===== config.mk =====
export PLATFORM = sky130hd
export DESIGN_NAME = pair_xfer_unit
export DESIGN_NICKNAME = d
export VERILOG_FILES = /design/src/rtl/pxu_pkg.sv /design/src/rtl/pxu_arith.sv /design/src/rtl/pxu_bank.sv /design/src/rtl/pxu_seq.sv /design/src/rtl/pair_xfer_unit.sv
export SDC_FILE = /design/constraint.sdc
export NUM_CORES = 1
export LEC_CHECK = 0
export BUFFER_PORTS_ARGS = -buffer_cell sky130_fd_sc_hd__buf_4
export CAP_MARGIN = 20
export CORE_UTILIZATION = 57
export DETAILED_ROUTE_END_ITERATION = 12
export GPL_TIMING_DRIVEN = 1
export MAX_ROUTING_LAYER = met4
export PLACE_DENSITY = 0.91
export SLEW_MARGIN = 20
export SYNTH_ARGS = -nofsm -noshare
export SYNTH_HDL_FRONTEND = slang
export SYNTH_HIERARCHICAL = 1
export SYNTH_SLANG_ARGS = --single-unit

===== constraint.sdc =====
create_clock -name clk -period 3.7 [get_ports clk]
set_input_delay 0 -clock clk [delete_from_list [all_inputs] [get_ports clk]]
set_output_delay 0 -clock clk [all_outputs]
set_load 0.01 [all_outputs]

===== src/rtl/pxu_pkg.sv =====
package pxu_pkg;

  localparam int OPW   = 4;
  localparam int SELW  = 2;
  localparam int NPAIR = 1 << SELW;

  typedef enum logic [OPW-1:0] {
    OP_LDIMM = 4'd0,
    OP_STHL  = 4'd1,
    OP_LDHL  = 4'd2,
    OP_LDIND = 4'd3,
    OP_STIND = 4'd4,
    OP_SWAP  = 4'd5,
    OP_ADDHL = 4'd6,
    OP_INC   = 4'd7,
    OP_DEC   = 4'd8
  } op_e;

  typedef enum logic [SELW-1:0] {
    PR_BC = 2'd0,
    PR_DE = 2'd1,
    PR_HL = 2'd2,
    PR_SP = 2'd3
  } pair_e;

  typedef enum logic [2:0] {
    S_IDLE, S_EXEC, S_WR0, S_WR1, S_RD0, S_RD1, S_CAP, S_DONE
  } st_e;

  typedef enum logic [1:0] {
    AR_ADD, AR_INC, AR_DEC
  } ar_e;

endpackage


===== src/rtl/pxu_arith.sv =====
module pxu_arith
  import pxu_pkg::*;
#(
  parameter int PW = 16
) (
  input  ar_e           mode,
  input  logic [PW-1:0] opa,
  input  logic [PW-1:0] opb,
  output logic [PW-1:0] res,
  output logic          carry
);

  logic [PW:0] ext;

  always_comb begin
    case (mode)
      AR_INC:  ext = {1'b0, opa} + (PW+1)'(1);
      AR_DEC:  ext = {1'b0, opa} - (PW+1)'(1);
      default: ext = {1'b0, opa} + {1'b0, opb};
    endcase
    res   = ext[PW-1:0];
    carry = (mode == AR_ADD) ? ext[PW] : 1'b0;
  end

endmodule


===== src/rtl/pxu_bank.sv =====
module pxu_bank
  import pxu_pkg::*;
#(
  parameter int DW = 8,
  localparam int PW = 2 * DW
) (
  input  logic                      clk,
  input  logic                      rst_n,
  input  logic                      pw_en,
  input  logic [SELW-1:0]           pw_sel,
  input  logic [PW-1:0]             pw_val,
  input  logic                      swap_en,
  input  logic                      lo_en,
  input  logic                      hi_en,
  input  logic [DW-1:0]             byte_val,
  output logic [NPAIR-1:0][PW-1:0]  pr_q
);

  for (genvar g = 0; g < NPAIR; g++) begin : g_pair
    localparam logic [SELW-1:0] ME = SELW'(g);
    logic [PW-1:0] q;
    logic [PW-1:0] nx;
    logic          en;

    always_comb begin
      nx = q;
      en = 1'b0;
      if (pw_en && (pw_sel == ME)) begin
        nx = pw_val;
        en = 1'b1;
      end
      if (swap_en && (ME == PR_DE)) begin
        nx = pr_q[PR_HL];
        en = 1'b1;
      end
      if (swap_en && (ME == PR_HL)) begin
        nx = pr_q[PR_DE];
        en = 1'b1;
      end
      if (lo_en && (ME == PR_HL)) begin
        nx = {q[PW-1:DW], byte_val};
        en = 1'b1;
      end
      if (hi_en && (ME == PR_HL)) begin
        nx = {byte_val, q[DW-1:0]};
        en = 1'b1;
      end
    end

    always_ff @(posedge clk or negedge rst_n) begin
      if (!rst_n)  q <= '0;
      else if (en) q <= nx;
    end

    assign pr_q[g] = q;
  end

  // exchange moves both pairs at the same edge
  assert_swap_both_R8: assert property (@(posedge clk) disable iff (!rst_n)
    swap_en |=> (pr_q[PR_HL] == $past(pr_q[PR_DE])) && (pr_q[PR_DE] == $past(pr_q[PR_HL])));

  // low byte capture leaves the high byte of HL untouched
  assert_lo_keeps_hi_R4: assert property (@(posedge clk) disable iff (!rst_n)
    (lo_en && !hi_en) |=> (pr_q[PR_HL][DW-1:0] == $past(byte_val)) &&
                         (pr_q[PR_HL][PW-1:DW] == $past(pr_q[PR_HL][PW-1:DW])));

endmodule


===== src/rtl/pxu_seq.sv =====
module pxu_seq
  import pxu_pkg::*;
#(
  parameter int DW = 8,
  localparam int PW = 2 * DW
) (
  input  logic                      clk,
  input  logic                      rst_n,
  input  logic                      start,
  input  logic [OPW-1:0]            op_i,
  input  logic [SELW-1:0]           psel_i,
  input  logic [PW-1:0]             imm_i,
  input  logic [DW-1:0]             acc_i,
  input  logic [DW-1:0]             mem_rdata,
  input  logic [NPAIR-1:0][PW-1:0]  pr_q,
  output logic [PW-1:0]             mem_addr,
  output logic [DW-1:0]             mem_wdata,
  output logic                      mem_we,
  output logic                      mem_re,
  output logic                      done,
  output logic                      acc_ld_we,
  output logic [DW-1:0]             acc_ld_data,
  output logic                      cy_we,
  output logic                      cy_val,
  output logic                      pw_en,
  output logic [SELW-1:0]           pw_sel,
  output logic [PW-1:0]             pw_val,
  output logic                      swap_en,
  output logic                      lo_en,
  output logic                      hi_en,
  output logic [DW-1:0]             byte_val
);

  st_e             st_q, st_d;
  logic [OPW-1:0]  op_q;
  logic [SELW-1:0] sel_q;
  logic [PW-1:0]   imm_q;
  logic [DW-1:0]   accin_q;
  logic [DW-1:0]   accld_q, accld_d;
  logic            cy_q, cy_d;
  logic            cmd_ld;
  logic            ind_ok_i, ind_ok_q;
  logic            direct_q;
  logic            in_exec;

  ar_e             ar_mode;
  logic [PW-1:0]   ar_a, ar_b, ar_res;
  logic            ar_c;

  assign ind_ok_i = (psel_i == PR_BC) || (psel_i == PR_DE);
  assign ind_ok_q = (sel_q  == PR_BC) || (sel_q  == PR_DE);
  assign direct_q = (op_q == OP_STHL) || (op_q == OP_LDHL);
  assign cmd_ld   = (st_q == S_IDLE) && start;
  assign in_exec  = (st_q == S_EXEC);

  // next state
  always_comb begin
    st_d = st_q;
    case (st_q)
      S_IDLE: begin
        if (start) begin
          case (op_i)
            OP_STHL:  st_d = S_WR0;
            OP_LDHL:  st_d = S_RD0;
            OP_STIND: st_d = ind_ok_i ? S_WR0 : S_EXEC;
            OP_LDIND: st_d = ind_ok_i ? S_RD0 : S_EXEC;
            default:  st_d = S_EXEC;
          endcase
        end
      end
      S_EXEC:  st_d = S_DONE;
      S_WR0:   st_d = (op_q == OP_STHL) ? S_WR1 : S_DONE;
      S_WR1:   st_d = S_DONE;
      S_RD0:   st_d = (op_q == OP_LDHL) ? S_RD1 : S_CAP;
      S_RD1:   st_d = S_CAP;
      S_CAP:   st_d = S_DONE;
      S_DONE:  st_d = S_IDLE;
      default: st_d = S_IDLE;
    endcase
  end

  always_ff @(posedge clk or negedge rst_n) begin
    if (!rst_n) st_q <= S_IDLE;
    else        st_q <= st_d;
  end

  // command capture, enabled only when idle
  always_ff @(posedge clk or negedge rst_n) begin
    if (!rst_n) begin
      op_q    <= '0;
      sel_q   <= '0;
      imm_q   <= '0;
      accin_q <= '0;
    end else if (cmd_ld) begin
      op_q    <= op_i;
      sel_q   <= psel_i;
      imm_q   <= imm_i;
      accin_q <= acc_i;
    end
  end

  // 16-bit arithmetic
  always_comb begin
    case (op_q)
      OP_INC:  ar_mode = AR_INC;
      OP_DEC:  ar_mode = AR_DEC;
      default: ar_mode = AR_ADD;
    endcase
    ar_a = (op_q == OP_ADDHL) ? pr_q[PR_HL] : pr_q[sel_q];
    ar_b = pr_q[sel_q];
  end

  pxu_arith #(.PW(PW)) u_arith (
    .mode  (ar_mode),
    .opa   (ar_a),
    .opb   (ar_b),
    .res   (ar_res),
    .carry (ar_c)
  );

  // bank write controls
  always_comb begin
    pw_en    = in_exec && ((op_q == OP_LDIMM) || (op_q == OP_ADDHL) ||
                           (op_q == OP_INC)   || (op_q == OP_DEC));
    pw_sel   = (op_q == OP_ADDHL) ? PR_HL : sel_q;
    pw_val   = (op_q == OP_LDIMM) ? imm_q : ar_res;
    swap_en  = in_exec && (op_q == OP_SWAP);
    lo_en    = (st_q == S_RD1);
    hi_en    = (st_q == S_CAP) && (op_q == OP_LDHL);
    byte_val = mem_rdata;
  end

  // flag and accumulator side registers
  always_comb begin
    cy_d    = cy_q;
    accld_d = accld_q;
    if (in_exec && (op_q == OP_ADDHL))          cy_d    = ar_c;
    if ((st_q == S_CAP) && (op_q == OP_LDIND))  accld_d = mem_rdata;
  end

  always_ff @(posedge clk or negedge rst_n) begin
    if (!rst_n) begin
      cy_q    <= 1'b0;
      accld_q <= '0;
    end else begin
      cy_q    <= cy_d;
      accld_q <= accld_d;
    end
  end

  // memory port
  always_comb begin
    mem_addr  = '0;
    mem_wdata = '0;
    case (st_q)
      S_WR0, S_RD0: mem_addr = direct_q ? imm_q : pr_q[sel_q];
      S_WR1, S_RD1: mem_addr = imm_q + PW'(1);
      default:      mem_addr = '0;
    endcase
    case (st_q)
      S_WR0:   mem_wdata = (op_q == OP_STHL) ? pr_q[PR_HL][DW-1:0] : accin_q;
      S_WR1:   mem_wdata = pr_q[PR_HL][PW-1:DW];
      default: mem_wdata = '0;
    endcase
  end

  assign mem_we      = (st_q == S_WR0) || (st_q == S_WR1);
  assign mem_re      = (st_q == S_RD0) || (st_q == S_RD1);
  assign done        = (st_q == S_DONE);
  assign acc_ld_we   = done && (op_q == OP_LDIND) && ind_ok_q;
  assign acc_ld_data = accld_q;
  assign cy_we       = done && (op_q == OP_ADDHL);
  assign cy_val      = cy_q;

  // high byte write follows the low byte at the next address
  assert_hi_follows_lo_R3: assert property (@(posedge clk) disable iff (!rst_n)
    (st_q == S_WR1) |-> $past(mem_we) && (mem_addr == $past(mem_addr) + PW'(1)));

  // second read address is one above the first
  assert_rd_next_addr_R4: assert property (@(posedge clk) disable iff (!rst_n)
    (st_q == S_RD1) |-> $past(mem_re) && (mem_addr == $past(mem_addr) + PW'(1)));

  // increment lands one above the previous pair value
  assert_inc_step_R10: assert property (@(posedge clk) disable iff (!rst_n)
    (in_exec && (op_q == OP_INC)) |=> (pr_q[sel_q] == $past(pr_q[sel_q]) + PW'(1)));

  // completion is a single-cycle pulse
  assert_done_pulse_R11: assert property (@(posedge clk) disable iff (!rst_n)
    done |=> !done);

  // command fields hold while busy
  assert_busy_hold_R12: assert property (@(posedge clk) disable iff (!rst_n)
    (st_q != S_IDLE) |=> $stable(op_q) && $stable(imm_q) && $stable(sel_q) && $stable(accin_q));

  // no memory access outside the memory states
  assert_quiet_port_R7: assert property (@(posedge clk) disable iff (!rst_n)
    ((st_q == S_IDLE) || (st_q == S_EXEC) || done) |-> !mem_we && !mem_re);

endmodule


===== src/rtl/pair_xfer_unit.sv =====
module pair_xfer_unit
  import pxu_pkg::*;
#(
  parameter int DW = 8,
  localparam int PW = 2 * DW
) (
  input  logic            clk,
  input  logic            rst_n,
  input  logic            start,
  input  logic [OPW-1:0]  op,
  input  logic [SELW-1:0] psel,
  input  logic [PW-1:0]   imm,
  input  logic [DW-1:0]   acc_in,
  input  logic [DW-1:0]   mem_rdata,
  output logic [PW-1:0]   mem_addr,
  output logic [DW-1:0]   mem_wdata,
  output logic            mem_we,
  output logic            mem_re,
  output logic            done,
  output logic            acc_ld_we,
  output logic [DW-1:0]   acc_ld_data,
  output logic            cy_we,
  output logic            cy_val,
  output logic [PW-1:0]   pair_bc,
  output logic [PW-1:0]   pair_de,
  output logic [PW-1:0]   pair_hl,
  output logic [PW-1:0]   pair_sp
);

  // reset: asserted asynchronously, released on the clock
  logic [1:0] rs_q;
  logic       rst_s_n;

  always_ff @(posedge clk or negedge rst_n) begin
    if (!rst_n) rs_q <= '0;
    else        rs_q <= {rs_q[0], 1'b1};
  end
  assign rst_s_n = rs_q[1];

  logic [NPAIR-1:0][PW-1:0] pr_q;
  logic                     pw_en, swap_en, lo_en, hi_en;
  logic [SELW-1:0]          pw_sel;
  logic [PW-1:0]            pw_val;
  logic [DW-1:0]            byte_val;

  pxu_seq #(.DW(DW)) u_seq (
    .clk         (clk),
    .rst_n       (rst_s_n),
    .start       (start),
    .op_i        (op),
    .psel_i      (psel),
    .imm_i       (imm),
    .acc_i       (acc_in),
    .mem_rdata   (mem_rdata),
    .pr_q        (pr_q),
    .mem_addr    (mem_addr),
    .mem_wdata   (mem_wdata),
    .mem_we      (mem_we),
    .mem_re      (mem_re),
    .done        (done),
    .acc_ld_we   (acc_ld_we),
    .acc_ld_data (acc_ld_data),
    .cy_we       (cy_we),
    .cy_val      (cy_val),
    .pw_en       (pw_en),
    .pw_sel      (pw_sel),
    .pw_val      (pw_val),
    .swap_en     (swap_en),
    .lo_en       (lo_en),
    .hi_en       (hi_en),
    .byte_val    (byte_val)
  );

  pxu_bank #(.DW(DW)) u_bank (
    .clk      (clk),
    .rst_n    (rst_s_n),
    .pw_en    (pw_en),
    .pw_sel   (pw_sel),
    .pw_val   (pw_val),
    .swap_en  (swap_en),
    .lo_en    (lo_en),
    .hi_en    (hi_en),
    .byte_val (byte_val),
    .pr_q     (pr_q)
  );

  assign pair_bc = pr_q[PR_BC];
  assign pair_de = pr_q[PR_DE];
  assign pair_hl = pr_q[PR_HL];
  assign pair_sp = pr_q[PR_SP];

  // strobes stay low while reset is held
  assert_reset_quiet_R1: assert property (@(posedge clk)
    !rst_s_n |-> !mem_we && !mem_re && !done && !cy_we && !acc_ld_we);

endmodule


==> impl_metrics.yaml <==
global_routing:
  grt_pass1_vias: 8319
  grt_use_total_pct: 44.2
  grt_pass1_wl_mm: 45.9
  overflow: 0
  grt_max_degree: 86
  antenna_found_initial: 0
setup_path:
  r2r.worst_path.cells: 20
  r2r_end: "u_bank/g_pair[2].q[15]"
  cp_cell_sequence: "buf_12, buf_8, mux4_2, nor2b_4, buf_4, nand3_4, nor4_4, xor2_1, o21a_1, ha_4, a21o_1, a21o_1, a21oi_2, nor2_1, a21oi_1, o311ai_1, mux2_4, mux2i_1, o21ai_1, mux2_2"
  endpoint: "u_bank/g_pair[2].q[15]"
  critPathCaptureType: "register"
  cp-start-kind: "register"
  crit_family: "multiplexers"
  max_stage_delay_ns: 0.61
  worstPathArrival_ns: 4.86
  rr_startpoint: "u_seq/sel_q[0]"
  crit_cells: 20
  cpMaxStageDelayCell: "mux4_2"
  crit_path_frequent_cell: "a21o_1"
  worst-path-max-fanout: 7
  critPathKind: "reg -> reg"
  critPathLaunch: "u_seq/sel_q[0]"
  crit_required_ns: 3.97
  crit_buf_inv: 3
  reg2reg_slack_ns: -0.89
sta:
  period_needed_ns: 4.59
  fin_hold_ws_ns: 0.316
  max_freq_ghz: 0.218
  max_slew_margin_pct: 29.5
  hold_violations: 0
  drv_slew: 0
  setup_viol: 48
  rsz0062_at_grt: "true"
  worstMarginPinSlew_ns: 1.06
  fin_crit_sh_pct: 124
  fin_skew_ns: 0.0228
  setup_ws_ns: -0.885
synthesis:
  synthArstFlopShare_pct: 100
  synth_ff_type: "dfrtp_1"
  synth_top_area_cell: "dfrtp_1"
  syn_avg_cell_area_um2: 10.8
  synth_cell_types: 70
  synth_edf_count: 0
  synth_seq_cells: 108
  synth_cells: 720
  synth_top_cell_area_share_pct: 34.8
  ys.warnings.count: 6
  synth_area_leaders: "dfrtp_1, mux2_2, mux4_2"
  ys_seq_area_share_pct: 34.8
  syn_nets: 782
  syn_area_mm2: 0.00777
place:
  gp_congestion: 1.00
  place_ws_ns: -0.547
  io_buffers: 142
  dp_hpwl_mm: 19.8
  placedCellCount: 1136
clock_tree:
  clock_sinks: 108
  cts_root_buf: "clkbuf_16"
  clockBufferDepth: 2
  htreeDepth: 3
  cts_buffers: 9
  cts_tree: "done"
  clk_transition_reported_paths_ns: 0.09
  clk-insertion-delay-late_ns: 0.38
layout:
  drive_gt1_share_pct: 55.5
  fin_nets: 1101
  area_delta_synth_final_pct: 48.4
  antenna_cells: 0
  utilization_pct: 87.0
  post_layout_nonfiller_instances: 1220
  fillCellCount: 553
drt:
  drt_pre_antenna_iters: 7
  ant_nets: 0
  vias_per_cell: 7.04
  vias: 8590
  routedWlPerCell_um: 28.2
  drc_errors: 0
  drt_iter0_markers: 1381
  drt_wl_total_mm: 34.4
floorplan:
  die-area_mm2: 0.0141
  fp.dieH_um: 119
  rows: 42
  core-area_mm2: 0.0132
  num_io_pins: 143
  die-width_um: 119
  start_util_pct: 58.6
run_status:
  status: "finished, violations left"
  violations: "setup timing"
run:
  drv_cap: 0
worst_hold_path:
  holdCritPathClass: "reg -> async"
layout make-up:
type                    count  area [um2]  share of cell area [%]
clock buffers               9         225                    1.95
clock inverters             7        62.6                   0.543
inverters                  20        75.1                   0.651
multi-input cells         545        5330                    46.2
flip-flops and latches    108        2710                    23.5
well taps                 176         220                    1.91
repair buffers            355        2910                    25.2
sequential cells by signal, indices dropped and copies added, names as in the netlist:
name and flops:
u_seq/cy_val 1, rs_q 2, u_seq/st_q 3, u_seq/accin_q 8, u_seq/acc_ld_data 8, u_bank/g_pair.q 64
u_seq/sel_q 2, u_seq/imm_q 16, u_seq/op_q 4
per-stage QoR:
stage	instance area, um2	TNS, ns
2_1_floorplan	8000	-2.93
3_3_place_gp	10100	-8.72
3_5_place_dp	10100	-14.90
4_1_cts	10900	-13.10
5_1_grt	11500	-25.31
6_report	11500	-22.70
layer usage:
metal  vias up  global-route usage, %  share of wire, %
met2       904                   67.1                44
met3       303                   14.5                12
met4         0                   25.6               7.7
met1      4086                   51.3                35
met5         -                      -                 0
li1       3297                      -                 -
synth_stat cells (13+ instances only):
library cell,count
buf_6,13
a221o_1,14
xnor2_1,14
buf_4,14
mux2i_1,26
dfrtp_1,108
xor2_1,16
mux4_2,16
ha_1,20
mux2_2,113
inv_1,20
o21a_1,15
o21ai_0,51
and2_1,21
nand3_1,14
nor2_1,22
a21oi_1,24
nand2_1,45
logic make-up after synthesis:
| kind of cell | share of synthesized area [%] |
|---|---|
| DFF | 34.8 |
| muxes | 25.0 |
| buffers and inverters | 5.35 |
| AOI/OAI and AO/OA | 14.9 |
| other | 0.0483 |
| and+or+nand+nor | 13.1 |
| xor gates and xnor gates | 3.38 |
| adders and majority gates | 3.48 |
repair_timing:
action                                  CTS  global route
hold buffers                             41             0
setup buffers                             6            22
gates resized for setup                  29            93
endpoints found under the setup margin   42            46
pin swaps                                 3            33
hold endpoints to repair                 41             0
cell usage in the layout, fill, tap and decap left out, drive strengths merged, types with 16 or more instances in the layout:
master,synthesis,final
a21oi,27,27
a221o,17,17
and2,21,21
buf,38,314
dfrtp,108,108
dlygate4sd3,0,41
ha,20,20
inv,20,25
mux2,117,117
mux2i,26,26
mux4,16,16
nand2,46,46
nand3,16,16
nor2,27,27
o21ai,53,53
xor2,16,16
how the worst min path moves through the flow:
stage / slack [ns] / depth (start not counted) / startpoint / end
after global routing: 0.37 / 0 / rs_q[1] / u_bank/g_pair[1].q[2]
final: 0.32 / 0 / rs_q[1] / u_bank/g_pair[1].q[2]
after CTS: 0.37 / 0 / rs_q[0] / rs_q[1]
after detailed placement: -0.22 / 1 / rst_n / rs_q[0]
after global placement: -0.22 / 1 / rst_n / rs_q[0]
after floorplan: -0.30 / 0 / rst_n / rs_q[0]
Power is left out: the tool's default activity adds up to more than one toggle a clock period on the data nets, which glitch-free logic cannot reach.
